<file path="config.mk">
export PLATFORM = sky130hd
export DESIGN_NAME = ftclk_div
export DESIGN_NICKNAME = d
export VERILOG_FILES = /design/src/rtl/fdiv_pkg.sv /design/src/rtl/fdiv_cfg_reg.sv /design/src/rtl/fdiv_counter.sv /design/src/rtl/fdiv_cmd_gate.sv /design/src/rtl/ftclk_div.sv
export SDC_FILE = /design/constraint.sdc
export NUM_CORES = 1
export LEC_CHECK = 0
export CORE_MARGIN = 3
export CORE_UTILIZATION = 40
export CTS_BUF_LIST = sky130_fd_sc_hd__clkbuf_8 sky130_fd_sc_hd__clkbuf_16
export DETAILED_ROUTE_END_ITERATION = 8
export DONT_BUFFER_PORTS = 1
export GPL_ROUTABILITY_DRIVEN = 0
export PLACE_DENSITY = 0.55
export SKIP_CTS_REPAIR_TIMING = 1
export SYNTH_ARGS = -nofsm -noshare
export SYNTH_HDL_FRONTEND = slang
export SYNTH_HIERARCHICAL = 1
export SYNTH_SLANG_ARGS = --single-unit
</file>
<file path="constraint.sdc">
create_clock -name clk -period 2.4 [get_ports clk]
set_clock_uncertainty 0.1 [all_clocks]
set_input_delay 0.48 -clock clk [delete_from_list [all_inputs] [get_ports clk]]
set_output_delay 0.48 -clock clk [all_outputs]
set_load 0.02 [all_outputs]
</file>
<file path="src/rtl/fdiv_pkg.sv">
package fdiv_pkg;
    parameter int DIV_W = 6;           // programmable divide field width
    parameter int PRE_W = 3;           // prescale counter width (divide by 2**PRE_W)
    localparam int CFG_W = DIV_W + 1;  // register width: prescale bit above the field

    typedef struct packed {
        logic             pre;
        logic [DIV_W-1:0] div;
    } cfg_t;

    function automatic int unsigned period_of(cfg_t c);
        return (int'(c.div) + 1) * (c.pre ? (1 << PRE_W) : 1);
    endfunction
endpackage

</file>
<file path="src/rtl/fdiv_cfg_reg.sv">
module fdiv_cfg_reg
    import fdiv_pkg::*;
(
    input  logic             clk,
    input  logic             rst,
    input  logic             wr,
    input  logic [CFG_W-1:0] wdata,
    output cfg_t             cfg,
    output logic             loaded
);
    always_ff @(posedge clk) begin
        if (rst) begin
            cfg    <= '0;
            loaded <= 1'b0;
        end else if (wr) begin
            cfg    <= cfg_t'(wdata);
            loaded <= 1'b1;
        end
    end


    loaded_sticky_chk: assert property (@(posedge clk) disable iff (rst)
        loaded |=> loaded);


    cfg_load_chk: assert property (@(posedge clk) disable iff (rst)
        wr |=> (cfg == cfg_t'($past(wdata))) && loaded);
endmodule

</file>
<file path="src/rtl/fdiv_counter.sv">
module fdiv_counter
    import fdiv_pkg::*;
(
    input  logic clk,
    input  logic rst,
    input  logic restart,
    input  logic run,
    input  cfg_t cfg,
    output logic tick
);
    logic             pre_tick;
    logic [DIV_W-1:0] mc;

    generate
        if (PRE_W > 0) begin : g_pre
            logic [PRE_W-1:0] pc;
            always_ff @(posedge clk) begin
                if (rst || restart || !run || !cfg.pre)
                    pc <= '0;
                else
                    pc <= pc + 1'b1;
            end
            assign pre_tick = cfg.pre ? (pc == {PRE_W{1'b1}}) : 1'b1;
        end else begin : g_nopre
            assign pre_tick = 1'b1;
        end
    endgenerate

    always_ff @(posedge clk) begin
        if (rst || restart || !run)
            mc <= '0;
        else if (pre_tick)
            mc <= (mc == cfg.div) ? '0 : mc + 1'b1;
    end

    assign tick = run && pre_tick && (mc == cfg.div);


    mc_bound_chk: assert property (@(posedge clk) disable iff (rst)
        mc <= cfg.div);


    pre_gap_chk: assert property (@(posedge clk) disable iff (rst)
        (cfg.pre && tick && !restart) |=> !tick);
endmodule

</file>
<file path="src/rtl/fdiv_cmd_gate.sv">
module fdiv_cmd_gate (
    input  logic clk,
    input  logic rst,
    input  logic loaded,
    input  logic launch,
    input  logic err_clr,
    output logic acc_err,
    output logic cmd_valid
);
    logic reject;
    assign reject = launch && !loaded;

    always_ff @(posedge clk) begin
        if (rst) begin
            acc_err   <= 1'b0;
            cmd_valid <= 1'b0;
        end else begin
            if (reject)
                acc_err <= 1'b1;
            else if (err_clr)
                acc_err <= 1'b0;
            cmd_valid <= launch && loaded && !acc_err;
        end
    end


    reject_chk: assert property (@(posedge clk) disable iff (rst)
        (launch && !loaded) |=> (acc_err && !cmd_valid));


    err_sticky_chk: assert property (@(posedge clk) disable iff (rst)
        (acc_err && !err_clr) |=> acc_err);


    accept_chk: assert property (@(posedge clk) disable iff (rst)
        (launch && loaded && !acc_err) |=> cmd_valid);
endmodule

</file>
<file path="src/rtl/ftclk_div.sv">
module ftclk_div
    import fdiv_pkg::*;
(
    input  logic             clk,
    input  logic             rst,
    input  logic             cfg_wr,
    input  logic [CFG_W-1:0] cfg_wdata,
    input  logic             err_clr,
    input  logic             cmd_launch,
    output logic [CFG_W-1:0] cfg_rdata,
    output logic             loaded,
    output logic             acc_err,
    output logic             cmd_valid,
    output logic             tick
);
    cfg_t cfg;

    fdiv_cfg_reg u_reg (
        .clk(clk), .rst(rst), .wr(cfg_wr), .wdata(cfg_wdata),
        .cfg(cfg), .loaded(loaded)
    );

    fdiv_counter u_cnt (
        .clk(clk), .rst(rst), .restart(cfg_wr), .run(loaded),
        .cfg(cfg), .tick(tick)
    );

    fdiv_cmd_gate u_gate (
        .clk(clk), .rst(rst), .loaded(loaded), .launch(cmd_launch),
        .err_clr(err_clr), .acc_err(acc_err), .cmd_valid(cmd_valid)
    );

    assign cfg_rdata = cfg;


    idle_tick_chk: assert property (@(posedge clk) disable iff (rst)
        (!loaded && !cfg_wr) |=> !tick);
endmodule

</file>
Yosys cells after proc, flatten, opt, wreduce, memory -nomap -nowiden --
Cells that the tools add are included.
Cells by class: eq/ne operators 2, magnitude comparators 0, shift-type cells 0, $add $sub $neg 2, multipliers 0, div/mod/pow operators 0, muxes and demuxes 4, reductions and logical operators 12, bitwise operators 0
Operators with widths (count):
- adder 6 x 1 -> 6 bit, second input constant | 1
- equality test 6 bit | 1
- two-way mux 6 bit | 1
- logical AND 1 bit | 5
- adder 3 x 1 -> 3 bit, second input constant | 1
- equality test 3 bit, second input constant | 1
- zero test 1 bit | 3
- logical OR 1 bit | 3
- two-way mux 1 bit | 3
- nonzero test 2 bit | 1
Word-level totals: ROM bits 0, bits in registers 19, bits in latches 0, output and inout port bits 11, memories kept 0, bits in writable memories 0

Longest topological paths before layout --
word-level depth 4, mapped depth 6, gate-level depth less buffers 5

Modules after synthesis --
Netlist, hierarchy kept.
Modules (own cells, without submodules):
- fdiv_counter | area an instance 529.3 sq um, cells an instance 51, times used 1, sequential area each 180.2 sq um
- fdiv_cfg_reg | area an instance 279.0 sq um, cells an instance 26, times used 1, sequential area each 160.2 sq um
- fdiv_cmd_gate | area an instance 70.1 sq um, cells an instance 6, times used 1, sequential area each 40.0 sq um

Worst setup path after synthesis --
Ideal clock, no wire load.
kind register -> output, from register u_cnt.g_pre.pc[0], to output tick, slack 0.330 ns, data required time 1.820 ns, arrival time 1.490 ns, cell stages (with the launch flop) 7, path through dfxtp_1 > ha_1 > ha_1 > nor2b_4 > buf_6 > nor4_4 > and3_1
Between the ends: word-level cells in the longest chain between the ends 4
Ends and longest elaborated chain:
- start: declaration | line fdiv_counter.sv:16 | logic [PRE_W-1:0] pc;
- start signal: assignment | line fdiv_counter.sv:21 | pc <= pc + 1'b1;
- equality test 3 bit | line fdiv_counter.sv:23 | assign pre_tick = cfg.pre ? (pc == {PRE_W{1'b1}}) : 1'b1;
- two-way mux 1 bit | line fdiv_counter.sv:23
- logical AND 1 bit (2 in a row) | line fdiv_counter.sv:36 | assign tick = run && pre_tick && (mc == cfg.div);
- end: declaration | line ftclk_div.sv:14 | output logic tick
No other way between the ends.

Final worst setup path --
Ends and elaborated chain as after synthesis.

==> flow_summary.yaml <==
worst_setup_path:
  crit_start: "u_cnt/g_pre.pc[0]$_SDFF_PP0_"
  arrival_ns: 1.60
  worstPathCellList: "ha_1 -> ha_1 -> nor2b_4 -> nor4_4 -> and3_1"
  worst_path_max_delay_cell: "dfxtp_1"
  worstSetupPathType: "reg2out"
  crit_fanout: 10
  cp-end-kind: "primary output"
  rr_startpoint: "u_cnt/g_pre.pc[0]$_SDFF_PP0_"
  start_kind: "flop"
  required_ns: 1.82
  slowest_delay_ns: 0.32
  cpMostUsedCell: "ha_1"
grt:
  antenna_found_initial: 0
  globalRouteTotalUtil: 0.1417
  grt_pass1_wl_um: 2870
  grt_pass1_vias: 578
  overflow: 0
  grt_max_degree: 12
floorplan:
  start_util: 0.4344
  dieArea_um2: 2794
  io_pins: 23
  core_area_um2: 2022
  die_w_um: 52.86
  rows: 16
  die_h_um: 52.86
timing:
  drv_slew: 0
  fin_crit_sh: 0.9072
  max_freq_ghz: 0.4593
  tightest_slew_ns: 0.3566
  final-setup-viol-count: 0
  rsz0062_at_grt: "false"
  hold_viol_final: 0
  maxSlewHeadroom: 0.7619
  layout_min_cycle_time_ns: 2.177
  fin_tns_setup_ns: 0
synth:
  synthSimpleGateAreaFrac: 0.2336
  synth_compound_area_frac: 0.1068
  syn_inst: 83
  yosysMostFrequentCell: "dfxtp_1"
  muxShareOfSynthArea: 0.07977
  synth_top_family_by_area: "simple AND/OR/NAND/NOR gates"
  yosysWarningCount: 6
  synth_xor_xnor_area_share: 0.06980
  synth_nets: 98
  synth_area_per_cell_um2: 10.58
  seq_area_frac_synth: 0.4330
  async_flop_share: 0
  synth_top_area_share: 0.4330
  ys_ff_latch: 19
  synthTopCellsByCount: "19 x dfxtp_1, 10 x nor2_1, 7 x mux2i_1"
  yosys.area_share.adder: 0.04274
  synth_edf_count: 0
  synthFlopType: "dfxtp_1"
  synth_area_leader_cell: "dfxtp_1"
  syn-cell-area_um2: 878.3
  synthDistinctLibCells: 30
  synthTopCellsByArea: "dfxtp_1 43%, mux2i_1 8.0%, xor2_1 6.0%"
pwr:
  powerDensity_nw_per_um2: 653.5
  power.leakage_nw: 0.4011
  clkPwrFrac: 0.345
  worst_ir_drop_vdd_uv: 402.5
  p_comb_frac: 0.097
  swShare: 0.2484
  switchingPower_mw: 0.1548
  internal-power_mw: 0.4683
  share_seq_of_total_power: 0.559
cells_and_area:
  drive_gt1_frac: 0.1839
  n_antenna_cell: 0
  finalInstanceArea_um2: 953.4
  nNetsFinal: 103
  fill_cells: 183
  areaGrowthSynthToFinish_pct: 8.547
place:
  io_buffers: 0
  dpl-instance-area_um2: 908.4
  dp_hpwl_um: 1240
min_path:
  min_path_type: "in2reg"
  min-delay-start: "rst"
clocking:
  cts.sinks: 19
  clk_path_buf_depth: 2
  clkLatencyLatePin_ns: 0.25
  cts_root_buf: "clkbuf_8"
  clk_pin_slew_ns: 0.07
  cts_tree: "done"
  htreeDepth: 1
  numCtsBuffers: 3
drt:
  ant_nets: 0
  drt_iter0_markers: 18
  wl_per_cell_um: 14.37
  drc: 0
  viasPerCell: 5.316
  dr.pass1.iters: 4
  routed_wirelength_um: 1638
  vias: 606
flow_run:
  drv_cap: 0
outcome:
  status: "completed"
worst paths after layout:
check	end	cells past startpoint	slack, ns
worst min-delay path	u_gate/acc_err$_SDFFE_PP0P_	1	0.19
worst max register to register	u_cnt/mc[3]$_SDFFE_PP0P_	6	0.68
worst max-delay path	tick	5	0.22
worst min register to register	u_cnt/g_pre.pc[0]$_SDFF_PP0_	1	0.35
area by class of cell:
class,count,area (um2),share of cell area
tap,27,33.78,0.03543
inverter,1,3.754,0.003937
sequential,19,380.4,0.3990
multi-input combinational,60,467.9,0.4908
clock inverter,1,3.754,0.003937
timing repair buffer,3,22.52,0.02362
clock buffer,3,41.29,0.04331
critical path, delay by kind of cell, from the launching register on:
| kind | cells | cell delay (ns) |
|---|---|---|
| simple gates | 3 | 0.61 |
| fa+ha+maj | 2 | 0.41 |
| flops | 1 | 0.32 |
metal layers:
layer	vias to the layer above	wire length, um	global-route usage
met4	0	0	0.03830
met2	17	766	0.2087
met1	283	758	0.1834
met5	-	0	0
met3	0	114	0.06761
li1	306	-	-
power by group through the flow:
stage               Clock [mW]  Combinational [mW]  Sequential [mW]
floorplan                    0              0.0503            0.354
global placement             0              0.0584            0.355
detailed placement           0              0.0601            0.356
CTS                      0.221              0.0603            0.348
global route             0.231              0.0674            0.350
finish                   0.215              0.0603            0.348
state kept, by name (all words and copies together), names as in the netlist:
signal,cells
u_gate/cmd_valid,1
u_cnt/mc,6
u_gate/acc_err,1
u_reg/cfg,7
u_cnt/g_pre.pc,3
u_reg/loaded,1
cell usage in the layout (no fill, tap or decap):
master,instances
nor2b_4,1
o21ai_0,2
xor2_1,6
buf_4,3
or4_1,1
or3_2,2
nor3_2,1
and3_1,1
a211oi_1,1
and4bb_2,1
a221oi_1,3
nor4_4,1
nand2_1,5
dfxtp_1,19
ha_1,3
xnor2_1,1
nor2_1,10
or2b_1,1
a221oi_2,2
and2_1,2
nand3_1,1
nand2b_1,2
or4_4,1
nor2b_1,1
o31ai_1,2
mux2i_1,7
clkbuf_8,3
and3_2,1
a21oi_1,1
inv_1,2
cells by family (layout without fill, tap and decap cells):
family                   Yosys count  in the layout
adder cells (fa/ha/maj)            3              3
flip-flops                        19             19
AND/OR/NAND/NOR                   32             32
multiplexers                       7              7
buffers and inverters              4              8
XOR/XNOR                           7              7
AO/OA/AOI/OAI                     11             11
per-stage QoR:
step / cells / hold slack (ns) / util / setup slack (ns) / power, mW
after floorplan: 83 / 0.2984 / - / 0.3298 / 0.4042
after global placement: 110 / 0.3061 / 0.4493 / 0.5502 / 0.4139
after detailed placement: 110 / 0.3459 / 0.4493 / 0.4880 / 0.4158
after CTS: 114 / 0.1828 / 0.4715 / 0.2066 / 0.6299
after global routing: 114 / 0.1789 / 0.4715 / 0.1111 / 0.6487
final: 114 / 0.1907 / 0.4715 / 0.2228 / 0.6231
Power figures use the tool's default switching activity.
